===== config.mk =====
export PLATFORM = sky130hd
export DESIGN_NAME = vcfg_unit
export DESIGN_NICKNAME = d
export VERILOG_FILES = /design/src/rtl/vcfg_pkg.sv /design/src/rtl/vcfg_decode.sv /design/src/rtl/vcfg_len_sel.sv /design/src/rtl/vcfg_unit.sv
export SDC_FILE = /design/constraint.sdc
export NUM_CORES = 1
export LEC_CHECK = 0
export ABC_AREA = 1
export BUFFER_PORTS_ARGS = -buffer_cell sky130_fd_sc_hd__buf_2
export CAP_MARGIN = 20
export CORE_UTILIZATION = 30
export DETAILED_ROUTE_END_ITERATION = 10
export PLACE_DENSITY = 0.56
export SETUP_SLACK_MARGIN = 0.15
export SYNTH_ARGS = -nofsm -noshare
export SYNTH_HDL_FRONTEND = slang
export SYNTH_SLANG_ARGS = --single-unit

===== constraint.sdc =====
create_clock -name clk -period 14.75 [get_ports clk]
set_input_delay 2.95 -clock clk [delete_from_list [all_inputs] [get_ports clk]]
set_output_delay 2.95 -clock clk [all_outputs]
set_load 0.03 [all_outputs]

===== src/rtl/vcfg_pkg.sv =====
// Package: shared encodings and fixed field widths of the vector
// configuration unit. Assumes the type-word layout used by vcfg_decode.
package vcfg_pkg;

    // Field positions inside the type word
    localparam int LMUL_LSB  = 0;
    localparam int SEW_LSB   = 2;
    localparam int DIV_LSB   = 5;
    localparam int RSVD_LSB  = 7;

    // A 3-bit width selector reaches 1 << 10, which needs 11 bits
    localparam int SEW_W     = 11;
    // A 2-bit multiplier selector reaches 8, which needs 4 bits
    localparam int LMUL_W    = 4;

    // Source-register mode codes
    typedef enum logic [1:0] {
        MODE_CLAMP     = 2'b00,
        MODE_KEEP      = 2'b01,
        MODE_MAX       = 2'b10,
        MODE_CLAMP_ALT = 2'b11
    } src_mode_e;

endpackage


===== src/rtl/vcfg_decode.sv =====
// Module: vcfg_decode
// Purely combinational decode of a type word into element width,
// multiplier, mask element width, register-group mask, maximum length
// and the illegal flag. Assumes VLEN and ELEN are powers of two and
// that NVREG is at least 8.
module vcfg_decode
    import vcfg_pkg::*;
#(
    parameter int XLEN  = 64,
    parameter int VLEN  = 128,
    parameter int ELEN  = 64,
    parameter int NVREG = 32,
    parameter int VL_W  = $clog2(VLEN + 1),
    parameter int GM_W  = $clog2(NVREG)
) (
    input  logic [XLEN-1:0]   type_i,
    output logic [SEW_W-1:0]  sew_o,
    output logic [LMUL_W-1:0] lmul_o,
    output logic [SEW_W-1:0]  mask_ew_o,
    output logic [GM_W-1:0]   grp_mask_o,
    output logic [VL_W-1:0]   vlmax_o,
    output logic              illegal_o
);

    logic [2:0]  sew_sel;
    logic [1:0]  lmul_sel;
    logic [1:0]  div_sel;
    logic [3:0]  sew_shamt;
    logic        rsvd_set;
    logic [31:0] per_reg;
    logic [31:0] grouped;

    // Split the type word into its selector fields
    always_comb begin
        sew_sel  = type_i[SEW_LSB +: 3];
        lmul_sel = type_i[LMUL_LSB +: 2];
        div_sel  = type_i[DIV_LSB +: 2];
        rsvd_set = |type_i[XLEN-1:RSVD_LSB];
        sew_shamt = {1'b0, sew_sel} + 4'd3;
    end

    // Derive widths, multiplier and register-group mask
    always_comb begin
        sew_o      = SEW_W'(1) << sew_shamt;
        lmul_o     = LMUL_W'(1) << lmul_sel;
        mask_ew_o  = sew_o >> lmul_sel;
        grp_mask_o = GM_W'(NVREG - 1) & ~GM_W'(lmul_o - LMUL_W'(1));
    end

    // Legality and maximum length
    always_comb begin
        illegal_o = (32'(sew_o) > 32'(ELEN)) || (div_sel != 2'd0) || rsvd_set;
        per_reg   = 32'(VLEN) >> sew_shamt;
        grouped   = per_reg << lmul_sel;
        vlmax_o   = illegal_o ? '0 : VL_W'(grouped);
    end

endmodule


===== src/rtl/vcfg_len_sel.sv =====
// Module: vcfg_len_sel
// Combinational choice of the granted vector length from the source
// mode, the requested length, the current length and the maximum
// length in effect. Assumes cur_vl_i never exceeds VLEN.
module vcfg_len_sel
    import vcfg_pkg::*;
#(
    parameter int XLEN = 64,
    parameter int VL_W = 8
) (
    input  logic [1:0]      mode_i,
    input  logic [XLEN-1:0] req_i,
    input  logic [VL_W-1:0] cur_vl_i,
    input  logic [VL_W-1:0] vlmax_i,
    output logic [VL_W-1:0] granted_o
);

    src_mode_e mode;
    logic      req_over;
    logic      cur_over;

    // Compare the candidate lengths against the maximum
    always_comb begin
        mode     = src_mode_e'(mode_i);
        req_over = req_i > XLEN'(vlmax_i);
        cur_over = cur_vl_i > vlmax_i;
    end

    // Select the granted length by mode
    always_comb begin
        if (vlmax_i == '0) begin
            granted_o = '0;
        end else begin
            unique case (mode)
                MODE_KEEP: granted_o = cur_over ? vlmax_i : cur_vl_i;
                MODE_MAX:  granted_o = vlmax_i;
                default:   granted_o = req_over ? vlmax_i : VL_W'(req_i);
            endcase
        end
    end

endmodule


===== src/rtl/vcfg_unit.sv =====
// Module: vcfg_unit
// Holds the vector configuration state and updates it on each strobe
// of cfg_valid_i. Type-derived state is rewritten only when the new
// type differs from the stored one. Synchronous active-low reset loads
// the state an all-ones type would produce.
module vcfg_unit
    import vcfg_pkg::*;
#(
    parameter int XLEN  = 64,
    parameter int VLEN  = 128,
    parameter int ELEN  = 64,
    parameter int NVREG = 32,
    parameter int VL_W  = $clog2(VLEN + 1),
    parameter int GM_W  = $clog2(NVREG)
) (
    input  logic              clk,
    input  logic              rst_n,
    input  logic              cfg_valid_i,
    input  logic [XLEN-1:0]   req_len_i,
    input  logic [XLEN-1:0]   new_type_i,
    input  logic [1:0]        src_mode_i,
    output logic [VL_W-1:0]   granted_len_o,
    output logic [XLEN-1:0]   vtype_o,
    output logic              illegal_o,
    output logic [SEW_W-1:0]  sew_o,
    output logic [LMUL_W-1:0] lmul_o,
    output logic [VL_W-1:0]   vlmax_o,
    output logic [VL_W-1:0]   vl_o,
    output logic [GM_W-1:0]   grp_mask_o,
    output logic [SEW_W-1:0]  mask_ew_o,
    output logic [VL_W-1:0]   vstart_o
);

    localparam logic [XLEN-1:0]   SIGN_ONLY   = {1'b1, {(XLEN-1){1'b0}}};
    localparam logic [SEW_W-1:0]  RST_SEW     = SEW_W'(1) << 10;
    localparam logic [LMUL_W-1:0] RST_LMUL    = LMUL_W'(8);
    localparam logic [SEW_W-1:0]  RST_MASK_EW = RST_SEW >> 3;
    localparam logic [GM_W-1:0]   RST_GRP     = GM_W'(NVREG - 1) & ~GM_W'(7);

    logic [SEW_W-1:0]  dec_sew;
    logic [LMUL_W-1:0] dec_lmul;
    logic [SEW_W-1:0]  dec_mask_ew;
    logic [GM_W-1:0]   dec_grp;
    logic [VL_W-1:0]   dec_vlmax;
    logic              dec_ill;
    logic              type_chg;
    logic [VL_W-1:0]   vlmax_eff;

    vcfg_decode #(
        .XLEN(XLEN), .VLEN(VLEN), .ELEN(ELEN), .NVREG(NVREG),
        .VL_W(VL_W), .GM_W(GM_W)
    ) u_decode (
        .type_i     (new_type_i),
        .sew_o      (dec_sew),
        .lmul_o     (dec_lmul),
        .mask_ew_o  (dec_mask_ew),
        .grp_mask_o (dec_grp),
        .vlmax_o    (dec_vlmax),
        .illegal_o  (dec_ill)
    );

    // Pick the maximum length that applies to this request
    always_comb begin
        type_chg  = new_type_i != vtype_o;
        vlmax_eff = type_chg ? dec_vlmax : vlmax_o;
    end

    vcfg_len_sel #(
        .XLEN(XLEN), .VL_W(VL_W)
    ) u_len_sel (
        .mode_i    (src_mode_i),
        .req_i     (req_len_i),
        .cur_vl_i  (vl_o),
        .vlmax_i   (vlmax_eff),
        .granted_o (granted_len_o)
    );

    // Type-derived state: reset to the all-ones image, rewrite on change
    always_ff @(posedge clk) begin
        if (!rst_n) begin
            vtype_o    <= SIGN_ONLY;
            illegal_o  <= 1'b1;
            sew_o      <= RST_SEW;
            lmul_o     <= RST_LMUL;
            mask_ew_o  <= RST_MASK_EW;
            grp_mask_o <= RST_GRP;
            vlmax_o    <= '0;
        end else if (cfg_valid_i && type_chg) begin
            vtype_o    <= dec_ill ? SIGN_ONLY : new_type_i;
            illegal_o  <= dec_ill;
            sew_o      <= dec_sew;
            lmul_o     <= dec_lmul;
            mask_ew_o  <= dec_mask_ew;
            grp_mask_o <= dec_grp;
            vlmax_o    <= dec_vlmax;
        end
    end

    // Length state: take the granted length and clear the start index
    always_ff @(posedge clk) begin
        if (!rst_n) begin
            vl_o     <= '0;
            vstart_o <= '0;
        end else if (cfg_valid_i) begin
            vl_o     <= granted_len_o;
            vstart_o <= '0;
        end
    end

endmodule


# Yosys cells after proc, flatten, opt, wreduce, memory -nomap -nowiden
# Index checks and enable logic that the tools add are counted.
# Widths: inputs -> output; s select.
op_classes:
  add_sub_neg: 2
  n_lt_le_gt_ge: 3
  eq_ne: 3
  shift: 5
  mux: 7
  bitwise: 1
  reduce_logical: 6
ops:
  columns: ["op", "n"]
  rows:
  - ["$gt 64x8->1", 1]
  - ["$mux 64", 1]
  - ["$ne 64x64->1", 1]
  - ["$reduce_or 57->1", 1]
  - ["$mux 8", 5]
  - ["$shl 32x2->8", 1]
  - ["$shr 8x4->32 const A", 1]
  - ["$pmux 8 s2", 1]
  - ["$gt 11x7->1 const B", 1]
  - ["$shl 1x4->11 const A", 1]
  - ["$shr 11x2->11", 1]
  - ["$gt 8x8->1", 1]
  - ["$logic_not 8->1", 1]
  - ["$not 5->5", 1]
  - ["$sub 4x1->5 const B", 1]
  - ["$add 3x2->4 const B", 1]
  - ["$shl 1x2->4 const A", 1]
  - ["$eq 2x1->1 const B", 1]
  - ["$eq 2x2->1 const B", 1]
  - ["$logic_or 1x1->1", 2]
  - ["$reduce_bool 2->1", 1]
  - ["$logic_and 1x1->1", 1]
word_totals:
  register_bits: 112
  output_inout_bits: 128
  wordCells: 35

# Logic depth before layout (Yosys ltp)
# Gate-level depths: netlist of the first run.
logic_depth:
  ltp_word: 11
  ltp_mapped: 26
  depth_no_buf: 25

# Modules after synthesis
# Synthesis of the first run repeated with hierarchy kept, for this count alone.
hier_totals:
  hier_cells: 1418
  hier_area_um2: 8013.9
by_module_without_submodules:
  columns: ["mod", "n_inst", "cells_per_inst", "area_each_um2"]
  rows:
  - ["vcfg_unit", 1, 1042, 6211.0]
  - ["vcfg_len_sel", 1, 224, 1166.1]
  - ["vcfg_decode", 1, 152, 636.9]

# Least setup slack after synthesis of the first run
# No wires, ideal clock.
synth_path:
  path_type: "input to output"
  from: "input new_type_i[4]"
  to: "output granted_len_o[4]"
  arrival_ps: 6149
  required_ps: 11800
  path_slack_ps: 5651
  cell_stages: 22
  path_cell_list: "buf_2 -> nor2_1 -> nand2_1 -> nor2_1 -> nand2_1 -> nor2_1 -> nand2_1 -> nor2_1 -> inv_1 -> or2_2 -> o21ai_1 -> inv_1 -> ha_1 -> o21ai_0 -> nand2_1 -> a2111oi_0 -> nand3_4 -> nand2_4 -> nand2_1 -> nand3_1 -> nand3_1 -> inv_1"
synth_between:
  elab_chain_cells: 11
  word_cells_on_any_way: 17
  cone_classes: "add/sub: 1; order compare: 3; eq/ne: 1; shift: 3; mux: 6; reduce/logical: 3"
synth_rtl:
  columns: ["element", "line", "source"]
  rows:
  - ["from (decl)", "vcfg_unit.sv:20", "input logic [XLEN-1:0] new_type_i,"]
  - ["$add 3x2->4", "vcfg_decode.sv:39", "sew_shamt = {1'b0, sew_sel} + 4'd3;"]
  - ["$shl 1x4->11", "vcfg_decode.sv:44", "sew_o = SEW_W'(1) << sew_shamt;"]
  - ["$gt 11x7->1", "vcfg_decode.sv:52", "illegal_o = (32'(sew_o) > 32'(ELEN)) || (div_sel != 2'd0) || rsvd_set;"]
  - ["$logic_or 1x1->1 (2 in a row)", "vcfg_decode.sv:52", null]
  - ["$mux 8", "vcfg_decode.sv:55", "vlmax_o = illegal_o ? '0 : VL_W'(grouped);"]
  - ["$mux 8 *", "vcfg_unit.sv:65", "vlmax_eff = type_chg ? dec_vlmax : vlmax_o;"]
  - ["$gt 64x8->1 or $gt 8x8->1 (tied branches)", "vcfg_len_sel.sv:25, vcfg_len_sel.sv:26", null]
  - ["$mux 8 (on tied branches)", "vcfg_len_sel.sv:37, vcfg_len_sel.sv:35", null]
  - ["$pmux 8 s2", "vcfg_len_sel.sv:34", "unique case (mode)"]
  - ["$mux 8 *", "vcfg_len_sel.sv:31", "if (vlmax_i == '0) begin"]
  - ["to (decl)", "vcfg_unit.sv:22", "output logic [VL_W-1:0] granted_len_o,"]
# Mark *: on every way between the ends. The rest lies on a longest branch, timed or not.

# Final worst setup path of the first run
layout_path:
  from: "input new_type_i[0]"
  to: "output granted_len_o[2]"
layout_between:
  elab_chain_cells: 7
  word_cells_on_any_way: 11
  cone_classes: "order compare: 2; eq/ne: 1; shift: 1; mux: 6; reduce/logical: 1"
layout_rtl:
  columns: ["element", "line"]
  rows:
  - ["parallel branches: the longest is 2 deep, another holds $ne 64x64->1", null]
  - ["$mux 8 *", "vcfg_unit.sv:65"]
  - ["$gt 64x8->1 or $gt 8x8->1 (tied branches)", "vcfg_len_sel.sv:25, vcfg_len_sel.sv:26"]
  - ["$mux 8 (on tied branches)", "vcfg_len_sel.sv:37, vcfg_len_sel.sv:35"]
  - ["$pmux 8 s2", "vcfg_len_sel.sv:34"]
  - ["$mux 8 *", "vcfg_len_sel.sv:31"]
# Mark *: on every way between the ends.

==> reports/qor.yml, run 1 <==
outcome: "finished, final reports clean"
chipWidth_um: 147
p_leak_nw: 4.23
fp.dieH_um: 147
vdd_drop_max_mv: 0.0518
power_switching_uw: 191
post-route-period-util_pct: 67.8
hold_buffers: 0
wl_met3_um: 1380
critPathLaunchType: "input pin"
crit_path_max_fanout: 12
drv_cap: 0
wl_met1_um: 8930
grt_max_degree: 37
wirelength_um: 20100
drtPass1Iterations: 5
grt_usage_pct: 18.6
skew_ns: 0.00912
placed_cells: 1516
relSlewSlack_pct: 47.3
synth_area_per_cell_um2: 6.18
tightest_slew_ns: 0.789
std_cell_rows: 52
cts-resized-gates: 0
start_util_pct: 30.9
hpwl_um: 16200
drtIter0Drc: 312
ys_seq_area_share_pct: 35.4
synth-async-reset-ratio_pct: 0
path_class: "input pin to primary output"
netlist_area_um2: 6280
dieArea_um2: 21500
netSwitchingFraction_pct: 29.6
clock-root-buffer: "clkbuf_16"
synth_largest_area_cell: "dfxtp_1"
rsz0062_at_grt: "false"
grt_pass1_wl_um: 31200
clockBufferDepth: 2
core-area_um2: 20400
critical_path_arrival_ns: 7.05
clkSlewWorstSetupHoldPaths_ns: 0.08
pwr-share-clk_pct: 36.3
htreeDepth: 3
finalSetupTns_ns: 0
setup_slack_ns: 4.75
highest-signal-layer: "met4"
fin_nets: 1407
cts_tree: "done"
yosys-top-cells-count: "313 x nand2_1, 173 x inv_1, 155 x nor2_1"
yosysMostFrequentCell: "nand2_1"
drc_errors: 0
insertion_delay_ns: 0.36
finalPower_uw: 646
viasPerCell: 4.42
ys_top_cells_by_area: "dfxtp_1 35%, nand2_1 19%, inv_1 10%, nor2_1 9.3%, nand3_1 4.4%"
yosysWarnings: 0
port_buffers: 252
io_pins: 261
hold_path_class: "register to register"
wl_met2_um: 9400
drive_above_1_share_pct: 23.5
hold_slack_ns: 0.442
ys.flop_type: "dfxtp_1"
grt_overflow: 0
postSynthRegisterBits: 111
cts.sinks: 111
fill_cells: 2260
ant_nets: 0
power_frac_seq_pct: 47.6
via_count: 6774
finalNonFillerCells: 1531
areaGrowthSynthToFinish_pct: 27.6
routedWlPerCell_um: 13.1
gp_congestion: 0.843
antenna_found_initial: 0
crit_path_end_kind: "primary output"
clock.fmax_mhz: 100
combPwrFrac_pct: 16.2
synthCells: 1017
synth_top_area_share_pct: 35.4
final_hold_viol_count: 0
p_per_area_nw_per_um2: 80.6
dp_worst_setup_slack_ns: 4.68
ys_types: 39
setup_viol: 0
cp.required_ns: 11.80
slew_violations: 0
fin_crit_ns: 10.0
grt_pass1_vias: 6237
synth_edf_count: 0
intPower_uw: 455
diodes: 0
post_cts.repair.setup_buffers: 0
cts_made_buffers: 9
-- stage by stage --
step | cell area (um2) | utilization (%)
finish | 8020 | 39.4
global placement | 7760 | 38.1
CTS | 8020 | 39.4
detailed placement | 7760 | 38.1
global route | 8020 | 39.4
floorplan | 6310 | -
-- worst max-delay path, cell delays in order --
cell and delay (ns):
buf_2 0.17, inv_1 0.26, nand2_1 0.08, nand2_1 0.07
nor2_1 0.05, nand2_1 0.07, nor2_1 0.03, nand2_1 0.08
nor2_1 0.04, nand2_1 0.28, inv_1 0.19, o21ai_0 0.49
inv_2 0.11, ha_1 0.21, nand2_1 0.05, inv_1 0.04
o21ai_0 0.14, nand2_1 0.07, a2111oi_0 0.69, nand3_4 0.22
nand2_4 0.16, nand2_1 0.06, nand3_1 0.07, nand3_1 0.11
inv_1 0.13, buf_2 0.21
-- cells in the final DEF (no fill, tap or decap), drive strengths merged --
master	count
nand3	56
clkbuf	10
buf	254
clkinv	4
a2111oi	1
a21oi	17
o21ai	52
a211oi	1
o21bai	2
nor2	161
conb	8
xor2	10
and3	1
or2	4
nand2	321
a21o	1
dfxtp	111
o211ai	1
o22ai	6
nand4	17
clkinvlp	1
o31ai	2
ha	17
inv	179
nor3	2
a31oi	4
a22o	2
nor4	16
-- power groups by stage --
stage	sequential [mW]	combinational, mW	clock (mW)
3_3_place_gp	0.314	0.105	0
5_1_grt	0.308	0.117	0.253
4_1_cts	0.307	0.106	0.241
6_report	0.307	0.104	0.235
3_5_place_dp	0.314	0.105	0
2_1_floorplan	0.323	0.0569	0
-- cells by family after synthesis --
family                     synth area share [%]
and+or+nand+nor                            38.5
other                                    0.0597
adders and majority gates                  3.38
DFF                                        35.4
buffers and inverters                      13.4
AOI/OAI and AO/OA                          7.92
xor gates and xnor gates                   1.39
-- cell type report --
class                           count  area [um2]  area share [%]
Clock buffer                       10         229            2.85
Clock inverter                      5        35.0           0.437
Inverter                          179         672            8.38
Multi-Input combinational cell    702        3250            40.5
Sequential cell                   111        2220            27.7
Tap cell                          270         338            4.21
Timing Repair Buffer              254        1280            15.9
-- registers in the layout (all words and copies together), names as in the netlist --
name and cells:
vtype_o 64, mask_ew_o 11, sew_o 11, vl_o 8
vlmax_o 8, grp_mask_o 4, lmul_o 4, illegal_o 1
-- metal layers --
| metal | up-vias | GRT usage (%) |
|---|---|---|
| li1 | 3599 | - |
| met1 | 2954 | 22.4 |
| met2 | 201 | 31.9 |
| met3 | 20 | 4.66 |
| met5 | - | 0 |
| met4 | 0 | 6.30 |
-- final timing paths --
check                           startpoint                    end  slack, ns  depth (start not counted)
setup / recovery             new_type_i[0]       granted_len_o[2]       4.75                         26
hold / removal       sew_o[1]$_SDFFE_PN0P_  sew_o[1]$_SDFFE_PN0P_       0.44                          2
setup reg to reg  vtype_o[33]$_SDFFE_PN0P_   vl_o[0]$_SDFFE_PN0P_      10.67                         25
hold reg to reg      sew_o[1]$_SDFFE_PN0P_  sew_o[1]$_SDFFE_PN0P_       0.44                          2
No activity file was read; power rests on OpenSTA's default activity.
==> inputs of run 2 (changes only) <==
==> constraint.sdc (replaced) <==
create_clock -name clk -period 9.5 [get_ports clk]
set_input_delay 1.9 -clock clk [delete_from_list [all_inputs] [get_ports clk]]
set_output_delay 1.9 -clock clk [all_outputs]
set_load 0.03 [all_outputs]
==> run 2 against run 1 <==
Cell count rose by 0.13%. Sequential power rose by 55%. Sequential cell count did not move. Final area rose by 0.28%. Total power rose by 57%. Via count fell by 1.1%. Clock power rose by 61%. Clock skew rose by 0.0021 ns. Die area did not move. Routed wire length barely moved. Critical path depth did not move.
==> reports/qor.yml, run 2 (same netlist as run 1, synthesis figures left out) <==
critical-path-top-delay-family: "simple AND/OR/NAND/NOR gates"  # unchanged
dieArea_um2: 21500  # unchanged
grt_usage_pct: 18.6  # about the same
slowest_delay_ns: 0.70  # was 0.69 ns
finalPower_mw: 1.02  # was 646 uW
drive_above_1_share_pct: 23.5  # about the same
slew_violations: 0  # unchanged
p_per_area_nw_per_um2: 127  # was 80.6 nW/um2
fin_crit_ns: 7.90
areaGrowthSynthToFinish_pct: 28.0  # was 27.6%
start_util_pct: 30.9  # unchanged
hold_path.startpoint: "sew_o[1]$_SDFFE_PN0P_"  # unchanged
cts-resized-gates: 0  # unchanged
cts_tree: "done"  # unchanged
critPathLaunchType: "input pin"  # unchanged
cp.required_ns: 7.60  # was 11.80 ns
wirelength_um: 20100  # about the same
setup_slack_ns: 1.60  # was 4.75 ns
port_buffers: 252  # unchanged
dp_worst_setup_slack_ns: 1.51  # was 4.68 ns
grt_pass1_vias: 6186  # was 6237
cts.sinks: 111  # unchanged
vdd_drop_max_mv: 0.0765  # was 0.0518 mV
grt_pass1_wl_um: 31300  # was 31200 um
whs_path_depth: 2  # unchanged
io_pins: 261  # unchanged
clkSlewWorstSetupHoldPaths_ns: 0.08  # about the same
clock.fmax_mhz: 127
skew_ns: 0.0112  # was 0.00912 ns
clockBufferDepth: 2  # unchanged
final_hold_viol_count: 0  # unchanged
finalSetupTns_ns: 0  # unchanged
timing.critical_path.buf_inv: 7  # unchanged
drtPass1Iterations: 7  # was 5
core-area_um2: 20400  # unchanged
relSlewSlack_pct: 49.8  # was 47.3%
hold_buffers: 0  # unchanged
wl_met2_um: 9560  # was 9400 um
final_cell_area_um2: 8040  # was 8020 um2
htreeDepth: 3  # unchanged
reg_top3: "vtype_o: 64 flops, mask_ew_o: 11 flops, sew_o: 11 flops"  # unchanged
std_cell_rows: 52  # unchanged
largest_register_ffs: 64  # unchanged
post_cts.repair.setup_buffers: 0  # unchanged
grt_max_degree: 37  # unchanged
r2r_end: "vl_o[0]$_SDFFE_PN0P_"  # unchanged
tightest_slew_ns: 0.735  # was 0.789 ns
cp_common_cell: "nand2_1"  # unchanged
via_count: 6698  # was 6774
clock-root-buffer: "clkbuf_16"  # unchanged
outcome: "finished, final reports clean"  # unchanged
placed_area_um2: 7760  # unchanged
cpMaxStageDelayCell: "a2111oi_0"  # unchanged
drtIter0Drc: 353  # was 312
reg2regPathDepth: 22  # was 25
routedWlPerCell_um: 13.1  # about the same
drc_errors: 0  # unchanged
chipWidth_um: 147  # unchanged
cts_made_buffers: 9  # unchanged
grt_overflow: 0  # unchanged
hold_path_class: "register to register"  # unchanged
fp.dieH_um: 147  # unchanged
post-route-period-util_pct: 83.2
hpwl_um: 16200  # about the same
layout_common_cells: "313 x nand2_1, 252 x buf_2, 173 x inv_1"  # unchanged
setup_viol: 0  # unchanged
p_leak_nw: 4.24  # was 4.23 nW
rsz0062_at_grt: "false"  # unchanged
critical_path_arrival_ns: 6.00  # was 7.05 ns
fin_nets: 1407  # unchanged
drv_cap: 0  # unchanged
ant_nets: 0  # unchanged
hold_slack_ns: 0.441  # was 0.442 ns
crit_path_max_fanout: 12  # unchanged
r2r_slack_ns: 5.38  # was 10.67 ns
insertion_delay_ns: 0.36  # about the same
viasPerCell: 4.37  # was 4.42
wl_met1_um: 9100  # was 8930 um
gp_congestion: 0.842  # was 0.843
path_class: "input pin to primary output"  # unchanged
top_register: "vtype_o"  # unchanged
holdPathEnd: "sew_o[1]$_SDFFE_PN0P_"  # unchanged
r2r_start: "vtype_o[1]$_SDFFE_PN0P_"  # was vtype_o[33]$_SDFFE_PN0P_
final_common_cell: "nand2_1"  # unchanged
wl_met3_um: 1150  # was 1380 um
crit_path_end_kind: "primary output"  # unchanged
highest-signal-layer: "met4"  # unchanged
antenna_found_initial: 1  # was 0
run 2: worst max-delay path by stage:
stage | from | to | depth (start not counted)
5_1_grt | new_type_i[0] | granted_len_o[2] | 27
2_1_floorplan | new_type_i[4] | granted_len_o[4] | 22
4_1_cts | new_type_i[0] | granted_len_o[2] | 26
6_report | new_type_i[0] | granted_len_o[2] | 26
3_5_place_dp | new_type_i[0] | granted_len_o[2] | 26
3_3_place_gp | new_type_i[0] | granted_len_o[2] | 26
run 2: per-layer routing:
metal	track usage, %	vias to the layer above
met3	4.01	16
met1	23.0	2904
li1	-	3589
met5	0	-
met4	5.63	0
met2	32.1	189
run 2: per-stage QoR:
step	util [%]	instances
floorplan	-	1024
global route	39.5	1533
CTS	39.5	1532
finish	39.5	1533
global placement	38.1	1516
detailed placement	38.1	1516
run 2: final cells by class:
class	count	area [um2]
sequential	111	2220
fill	2236	12300
timing repair buffer	254	1280
antenna	1	2.50
inverter	179	672
clock inverter	5	41.3
multi-input combinational	702	3250
clock buffer	11	243
tap	270	338
run 2: worst register-to-register path, delay by kind of cell (launching register included):
kind                     cells  cell delay (ns)
flip-flops                   1             0.41
adder cells (fa/ha/maj)      1             0.20
XOR/XNOR                     1             0.21
AO/OA/AOI/OAI                4             1.53
AND/OR/NAND/NOR             13             1.38
buffers and inverters        3             0.33
run 2: report_power, final:
| group | leakage, nW | internal (mW) | switching [mW] | total [mW] |
|---|---|---|---|---|
| Clock | 0.138 | 0.189 | 0.190 | 0.379 |
| Sequential | 0.899 | 0.472 | 0.00523 | 0.477 |
| Combinational | 3.20 | 0.0570 | 0.105 | 0.162 |
